## src/rtl/colgen_pkg.sv

```systemverilog
package colgen_pkg;

  typedef enum logic [2:0] {
    LEN_ONE   = 3'b000,
    LEN_TWO   = 3'b001,
    LEN_FOUR  = 3'b010,
    LEN_EIGHT = 3'b011,
    LEN_PAGE  = 3'b111
  } lenCode_e;

  typedef struct packed {
    logic load;       // capture start column and burst settings
    logic step;       // advance to the next beat
    logic fullPage;   // burst is a full-page burst
    logic interleave; // interleaved order
    logic write;      // burst direction
  } colStrobes_t;

endpackage

```

## src/rtl/colgen_ctrl.sv

```systemverilog
module colgen_ctrl
  import colgen_pkg::*;
#(
  parameter int COL_W = 8
) (
  input  logic             clk,
  input  logic             rstN,
  input  logic             modeLoad,
  input  logic [2:0]       modeLenCode,
  input  logic             modeInterleave,
  input  logic             modeWriteSingle,
  input  logic             cmdStart,
  input  logic             cmdWrite,
  input  logic             stopReq,
  input  logic             atLast,
  output colStrobes_t      strb,
  output logic [COL_W-1:0] lenMask,
  output logic             burstActive,
  output logic             beatLast,
  output logic             modeError
);

  logic [2:0]       lenCodeQ;
  logic             ilvQ;
  logic             wsQ;
  logic             activeQ;
  logic [COL_W-1:0] progMask;
  logic             progPage;
  logic             progBad;
  logic             singleWrite;

  always_ff @(posedge clk or negedge rstN) begin
    if (!rstN) begin
      lenCodeQ <= LEN_ONE;
      ilvQ     <= 1'b0;
      wsQ      <= 1'b0;
    end else if (modeLoad) begin
      lenCodeQ <= modeLenCode;
      ilvQ     <= modeInterleave;
      wsQ      <= modeWriteSingle;
    end
  end

  // decode of the stored mode into a wrap mask
  always_comb begin
    progMask = '0;
    progPage = 1'b0;
    progBad  = 1'b0;
    case (lenCodeQ)
      LEN_ONE, LEN_TWO, LEN_FOUR, LEN_EIGHT:
        progMask = COL_W'((32'd1 << lenCodeQ[1:0]) - 32'd1);
      LEN_PAGE: begin
        if (ilvQ) progBad = 1'b1;
        else begin
          progMask = '1;
          progPage = 1'b1;
        end
      end
      default: progBad = 1'b1;
    endcase
  end

  assign singleWrite = cmdWrite & wsQ;
  assign lenMask     = singleWrite ? '0 : progMask;

  always_comb begin
    strb            = '0;
    strb.load       = cmdStart;
    strb.step       = activeQ & ~cmdStart & ~stopReq & ~atLast;
    strb.fullPage   = progPage & ~singleWrite;
    strb.interleave = ilvQ;
    strb.write      = cmdWrite;
  end

  always_ff @(posedge clk or negedge rstN) begin
    if (!rstN)               activeQ <= 1'b0;
    else if (cmdStart)       activeQ <= 1'b1;
    else if (stopReq)        activeQ <= 1'b0;
    else if (activeQ && atLast) activeQ <= 1'b0;
  end

  assign burstActive = activeQ;
  assign beatLast    = activeQ & atLast;
  assign modeError   = progBad;

  p_stop_ends_r6: assert property (@(posedge clk) disable iff (!rstN)
    (stopReq && !cmdStart) |=> !burstActive);

  p_restart_r7: assert property (@(posedge clk) disable iff (!rstN)
    cmdStart |=> burstActive);

  p_last_ends_r2: assert property (@(posedge clk) disable iff (!rstN)
    (beatLast && !cmdStart) |=> !burstActive);

  p_single_write_r8: assert property (@(posedge clk) disable iff (!rstN)
    (cmdStart && cmdWrite && wsQ) |=> beatLast);

  p_reserved_len1_r9: assert property (@(posedge clk) disable iff (!rstN)
    (cmdStart && modeError) |=> beatLast);

endmodule

```

## src/rtl/colgen_dpath.sv

```systemverilog
module colgen_dpath
  import colgen_pkg::*;
#(
  parameter int COL_W = 8
) (
  input  logic             clk,
  input  logic             rstN,
  input  colStrobes_t      strb,
  input  logic [COL_W-1:0] lenMask,
  input  logic [COL_W-1:0] startCol,
  output logic [COL_W-1:0] beatCol,
  output logic             atLast,
  output logic             beatWrite
);

  logic [COL_W-1:0] baseQ;
  logic [COL_W-1:0] cntQ;
  logic [COL_W-1:0] maskQ;
  logic             pageQ;
  logic             ilvQ;
  logic             wrQ;
  logic [COL_W-1:0] seqSum;
  logic [COL_W-1:0] seqCol;
  logic [COL_W-1:0] ilvCol;

  always_ff @(posedge clk or negedge rstN) begin
    if (!rstN) begin
      baseQ <= '0;
      cntQ  <= '0;
      maskQ <= '0;
      pageQ <= 1'b0;
      ilvQ  <= 1'b0;
      wrQ   <= 1'b0;
    end else if (strb.load) begin
      baseQ <= startCol;
      cntQ  <= '0;
      maskQ <= lenMask;
      pageQ <= strb.fullPage;
      ilvQ  <= strb.interleave;
      wrQ   <= strb.write;
    end else if (strb.step) begin
      cntQ  <= cntQ + COL_W'(1);
    end
  end

  assign seqSum = baseQ + cntQ;

  // per-bit choice: bits inside the wrap mask take the moving part
  for (genvar b = 0; b < COL_W; b++) begin : g_bit
    assign seqCol[b] = maskQ[b] ? seqSum[b] : baseQ[b];
    assign ilvCol[b] = baseQ[b] ^ cntQ[b];
  end

  assign beatCol   = ilvQ ? ilvCol : seqCol;
  assign atLast    = ~pageQ & (cntQ == maskQ);
  assign beatWrite = wrQ;

  p_load_col_r2: assert property (@(posedge clk) disable iff (!rstN)
    strb.load |=> (beatCol == $past(startCol)));

  p_seq_step_r3: assert property (@(posedge clk) disable iff (!rstN)
    (strb.step && !ilvQ) |=>
      (((beatCol & maskQ) == (($past(beatCol) + COL_W'(1)) & maskQ)) &&
       ((beatCol & ~maskQ) == ($past(beatCol) & ~maskQ))));

  p_ilv_block_r4: assert property (@(posedge clk) disable iff (!rstN)
    (strb.step && ilvQ) |=>
      (((beatCol & ~maskQ) == ($past(beatCol) & ~maskQ)) && (beatCol != $past(beatCol))));

  p_page_no_end_r5: assert property (@(posedge clk) disable iff (!rstN)
    pageQ |-> !atLast);

endmodule

```

## src/rtl/sdram_burst_colgen.sv

```systemverilog
module sdram_burst_colgen
  import colgen_pkg::*;
#(
  parameter int COL_W = 8
) (
  input  logic             clk,
  input  logic             rstN,
  input  logic             modeLoad,
  input  logic [2:0]       modeLenCode,
  input  logic             modeInterleave,
  input  logic             modeWriteSingle,
  input  logic             cmdStart,
  input  logic             cmdWrite,
  input  logic [COL_W-1:0] cmdCol,
  input  logic             stopReq,
  output logic             beatValid,
  output logic [COL_W-1:0] beatCol,
  output logic             beatLast,
  output logic             beatWrite,
  output logic             modeError
);

  colStrobes_t      strb;
  logic [COL_W-1:0] lenMask;
  logic             atLast;

  colgen_ctrl #(.COL_W(COL_W)) u_ctrl (
    .clk            (clk),
    .rstN           (rstN),
    .modeLoad       (modeLoad),
    .modeLenCode    (modeLenCode),
    .modeInterleave (modeInterleave),
    .modeWriteSingle(modeWriteSingle),
    .cmdStart       (cmdStart),
    .cmdWrite       (cmdWrite),
    .stopReq        (stopReq),
    .atLast         (atLast),
    .strb           (strb),
    .lenMask        (lenMask),
    .burstActive    (beatValid),
    .beatLast       (beatLast),
    .modeError      (modeError)
  );

  colgen_dpath #(.COL_W(COL_W)) u_dpath (
    .clk      (clk),
    .rstN     (rstN),
    .strb     (strb),
    .lenMask  (lenMask),
    .startCol (cmdCol),
    .beatCol  (beatCol),
    .atLast   (atLast),
    .beatWrite(beatWrite)
  );

endmodule

```

## config.mk

```make
export PLATFORM = sky130hd
export DESIGN_NAME = sdram_burst_colgen
export DESIGN_NICKNAME = d
export VERILOG_FILES = /design/src/rtl/colgen_pkg.sv /design/src/rtl/colgen_ctrl.sv /design/src/rtl/colgen_dpath.sv /design/src/rtl/sdram_burst_colgen.sv
export SDC_FILE = /design/constraint.sdc
export NUM_CORES = 1
export LEC_CHECK = 0
export BUFFER_PORTS_ARGS = -buffer_cell sky130_fd_sc_hd__buf_2
export CAP_MARGIN = 0
export CORE_ASPECT_RATIO = 0.7
export CORE_MARGIN = 2
export CORE_UTILIZATION = 40
export CTS_CLUSTER_DIAMETER = 150
export DETAILED_ROUTE_END_ITERATION = 12
export HOLD_SLACK_MARGIN = 0.08
export PLACE_DENSITY_LB_ADDON = 0.08
export SKIP_LAST_GASP = 1
export SYNTH_ARGS = -nofsm -noshare
export SYNTH_HDL_FRONTEND = slang
export SYNTH_SLANG_ARGS = --single-unit
```

## constraint.sdc

```tcl
create_clock -name clk -period 3.8 [get_ports clk]
set_clock_uncertainty 0.05 [all_clocks]
set_input_delay 0.95 -clock clk [delete_from_list [all_inputs] [get_ports clk]]
set_output_delay 0.95 -clock clk [all_outputs]
set_load 0.05 [all_outputs]
```

# Word-level counts from Yosys, hierarchy flattened
# Cells that the tools add are included.
[totals]
word_cells = 65
reg_bits = 33
output_inout_bits = 12
inputBits = 19
[op_classes]
add_sub_neg = 3
shifts = 1
n_mux = 21
eq_ne = 5
n_reduce_logical = 5
bitwise = 20
[op_table]
columns = ["op", "n"]
rows = [
  ["$mux 8", 5],
  ["$pmux 8 s2", 1],
  ["$mux 1", 14],
  ["$add 8x1->8 const B", 1],
  ["$add 8x8->8", 1],
  ["$eq 8x8->1", 1],
  ["$shl 1x2->8 const A", 1],
  ["$sub 8x1->8 const B", 1],
  ["$xor 1x1->1", 8],
  ["$and 1x1->1", 7],
  ["$eq 3x2->1 const B", 2],
  ["$not 1->1", 5],
  ["$reduce_or 4->1", 1],
  ["$eq 3x1->1 const B", 1],
  ["$eq 3x3->1 const B", 1],
  ["$logic_not 3->1", 1],
  ["$reduce_bool 3->1", 1],
  ["$pmux 1 s2", 1],
  ["$reduce_bool 2->1", 1],
  ["$logic_and 1x1->1", 1],
]

# Longest topological paths before layout
[logic_depth]
word_depth = 6
depth_mapped = 9
mapped_depth_nobuf = 9

# Cells and area by module
# From an unflattened synthesis, not the netlist that was laid out.
[hier_totals]
hier_cells = 198
area_unflattened_um2 = 2018.2
[by_module_without_submodules]
columns = ["mod", "cells_each", "seq_area_each_um2", "area_each_um2", "instances"]
rows = [
  ["colgen_dpath", 158, 675.6, 1620.3, 1],
  ["colgen_ctrl", 40, 150.1, 397.9, 1],
]

# Least setup slack after synthesis
# Ideal clock, no wire load.
[synth_timing]
path_type = "register to output"
start = "register u_dpath.cntQ[0]"
end = "output port beatCol[4]"
path_stages_with_launch = 9
path_slack_ns = 0.339
n_path_buf = 0
required_ns = 2.800
t_arrival_ns = 2.461
path_cell_list = "dfrtp_1 > ha_1 > inv_1 > fa_1 > nor2b_1 > o21ai_0 > nand2b_1 > mux2i_1 > o21ai_0"
[synth_via]
elab_chain_len = 3
[synth_rtl]
columns = ["element", "line", "text"]
rows = [
  ["from (decl)", "colgen_dpath.sv:17", "logic [COL_W-1:0] cntQ;"],
  ["from (signal assigned)", "colgen_dpath.sv:42", "cntQ <= cntQ + COL_W'(1);"],
  ["$add 8x8->8", "colgen_dpath.sv:46", "assign seqSum = baseQ + cntQ;"],
  ["$mux 1", "colgen_dpath.sv:50", "assign seqCol[b] = maskQ[b] ? seqSum[b] : baseQ[b];"],
  ["$mux 8", "colgen_dpath.sv:54", "assign beatCol = ilvQ ? ilvCol : seqCol;"],
  ["to (decl)", "sdram_burst_colgen.sv:17", "output logic [COL_W-1:0] beatCol,"],
]
# Every way passes these cells.

# Worst setup path after layout
[layout_timing]
start = "register u_dpath.cntQ[4]"
end = "output port beatCol[7]"
# The elaborated chain is that of the path after synthesis.

==> results.toml <==
[global_route]
grtUsageTotal_pct = 17.28
grt_pass1_vias = 1501
grt_pass1_wl_mm = 7.044
grt_antenna_before_repair = 0
grt_overflow = 0
grt_max_degree = 33

[job]
drv_cap = 0

[place]
io_buffers = 30
dp_hpwl_mm = 3.034
placed_cell_area_sq_um = 2093
place_congestion = 0.7971
dp_slack_ns = 0.6057

[setup_path]
worstPathArrival_ns = 2.50
cp-endpoint = "beatCol[7]"
path_class = "register to primary output"
worst-r2r-cell-count = 6
r2r_slack_ns = 1.78
r2r_start = "u_dpath.cntQ[4]$_DFFE_PN0P_"
cp-start-kind = "register"
cp_max_fo = 6
cp.required_ns = 2.80
startpoint = "u_dpath.cntQ[4]$_DFFE_PN0P_"
timing.rr.end = "u_dpath.cntQ[0]$_DFFE_PN0P_"
crit_path_end_kind = "primary output"

[timing]
clock.fmax_mhz = 285.8
timing_hold_violations_final = 0
slew_violations = 0
setup_violations = 0
holdWs_ns = 0.4559
fin_ws_ns = 0.3010
rsz0062_at_grt = "no"
min_period_ns = 3.499
tightest_slew_ns = 0.7080
period_share_pct = 92.08
slew_headroom_pct = 52.80
setup-tns-final_ns = 0

[die]
io_pins = 31
die_x_um = 86.55
die-area_sq_um = 5347
core_area_sq_um = 4454
start_util_pct = 42.84
placementRows = 20
dieHeight_um = 61.79

[logic_synthesis]
ys_seq_area_share_pct = 41.97
ys_ff_latch = 32
synth_fp_nets = 216
yosys.area.top_type = "dfrtp_1"
synthCells = 187
synth_common_cells = "32 x dfrtp_1, 15 x mux2_2, 15 x nor2_1"
yosysMostFrequentCell = "dfrtp_1"
syn_avg_cell_area_sq_um = 10.20
syn_area_sq_um = 1908
yosysWarnings = 0
async_reset_ff_share_pct = 100.0
synthDistinctLibCells = 46
synth_top_flop_cell = "dfrtp_1"
synth_top_cell_area_share_pct = 41.97
synth_edf_count = 0
ys_top_cells_by_area = "dfrtp_1 42%, mux2_2 8.9%, ha_1 5.9%"

[finish]
num_antenna_cells = 0
final_area_sq_um = 2220
n_fill_cell = 421
final_nets = 247
drive_above_1_share_pct = 28.31
areaGrowthSynthToFinish_pct = 16.33

[cts]
cts_hold_buf = 0
cts-resized-gates = 0
clkSlewWorstSetupHoldPaths_ns = 0.07
cts_tree = "yes"
htreeDepth = 2
cts_sinks = 32
postCtsSetupBuffers = 0
cts_made_buffers = 5
clockBufferDepth = 2
clk_latency_ns = 0.28
clock-root-buffer = "clkbuf_8"

[route]
vias_per_cell = 5.456
dr.pass1.iters = 5
routedWlPerCell_um = 14.68
vias = 1495
detail-route-antenna-nets = 0
drc = 0
drtIter0Drc = 64
drt_wl_total_mm = 4.023

[pwr]
cellPowerDensity_nw_per_um2 = 470.6
leakage_nw = 1.068
peakVddDrop_v = 0.0002038

[hold_path]
hold_path_class = "register to register"

[run_status]
status = "complete, no violations"
==> cell type report <==
| class | instances | area, sq um | share of cell area [%] |
|---|---|---|---|
| timing repair buffer | 30 | 150.1 | 6.764 |
| multi-input combinational | 137 | 1028 | 46.34 |
| inverter | 12 | 45.04 | 2.029 |
| clock inverter | 1 | 30.03 | 1.353 |
| clock buffer | 7 | 96.34 | 4.340 |
| sequential | 32 | 800.8 | 36.08 |
| tap | 55 | 68.82 | 3.100 |
==> per-stage QoR <==
stage	util (%)	power (mW)	cells
6_report	49.83	1.045	274
3_3_place_gp	46.99	0.6911	266
5_1_grt	49.83	1.103	274
4_1_cts	49.83	1.055	274
3_5_place_dp	46.99	0.6979	266
2_1_floorplan	-	0.6255	187
==> registers in the layout, indices dropped and copies added (netlist names) <==
name                flops
u_ctrl.burstActive      1
u_ctrl.lenCodeQ         3
u_dpath.maskQ           7
u_dpath.pageQ           1
u_dpath.ilvQ            1
u_dpath.cntQ            8
u_ctrl.wsQ              1
u_dpath.baseQ           8
u_ctrl.ilvQ             1
u_dpath.beatWrite       1
==> critical path: stages, from the launching register on <==
cell,delay (ns)
dfrtp_1,0.45
ha_1,0.39
a21o_1,0.18
a31oi_1,0.26
nand2b_1,0.15
o21ai_0,0.08
a221oi_1,0.29
xnor2_1,0.15
buf_2,0.28
==> per-layer routing <==
metal | track usage, % | up-vias | wire (um)
met2 | 27.25 | 32 | 1746
met4 | 4.688 | 0 | 31
li1 | - | 725 | -
met1 | 23.94 | 732 | 2066
met5 | 0 | - | 0
met3 | 4.624 | 6 | 177
==> cell usage in the layout, fill, tap and decap left out, drive strengths merged, types with 3 or more instances in the layout <==
| cell type | instances |
|---|---|
| dfrtp | 32 |
| buf | 30 |
| nor2 | 15 |
| mux2 | 15 |
| inv | 12 |
| o21ai | 12 |
| nand2 | 11 |
| ha | 9 |
| a21oi | 7 |
| clkbuf | 7 |
| nand3 | 6 |
| xor2 | 6 |
| nand2b | 5 |
| xnor2 | 5 |
| mux2i | 4 |
| a21o | 4 |
| nor2b | 4 |
| a31oi | 3 |
| and3 | 3 |
| or3 | 3 |
==> worst min-delay path by stage <==
stage / slack [ns] / from / depth (start not counted) / end
after CTS: 0.46 / u_dpath.beatWrite$_DFFE_PN0P_ / 1 / u_dpath.beatWrite$_DFFE_PN0P_
after detailed placement: 0.45 / u_dpath.beatWrite$_DFFE_PN0P_ / 1 / u_dpath.beatWrite$_DFFE_PN0P_
after global routing: 0.48 / u_dpath.beatWrite$_DFFE_PN0P_ / 1 / u_dpath.beatWrite$_DFFE_PN0P_
after global placement: 0.43 / u_dpath.beatWrite$_DFFE_PN0P_ / 1 / u_dpath.beatWrite$_DFFE_PN0P_
after floorplan: 0.43 / u_ctrl.wsQ$_DFFE_PN0P_ / 1 / u_ctrl.wsQ$_DFFE_PN0P_
final: 0.46 / u_dpath.beatWrite$_DFFE_PN0P_ / 1 / u_dpath.beatWrite$_DFFE_PN0P_
==> power by group <==
group          leakage (nW)  switching (mW)  internal, mW
Combinational         0.598           0.181         0.102
Clock                0.0645           0.124         0.231
Sequential            0.406          0.0374         0.369
Total                  1.07           0.343         0.702
==> kinds of logic after synthesis <==
| kind of cell | synth area share (%) |
|---|---|
| and+or+nand+nor | 16.33 |
| buffers and inverters | 4.130 |
| xor gates and xnor gates | 5.049 |
| AOI/OAI and AO/OA | 14.62 |
| adders and majority gates | 6.951 |
| muxes | 10.95 |
| DFF | 41.97 |
(Power assumes the default switching activity.)
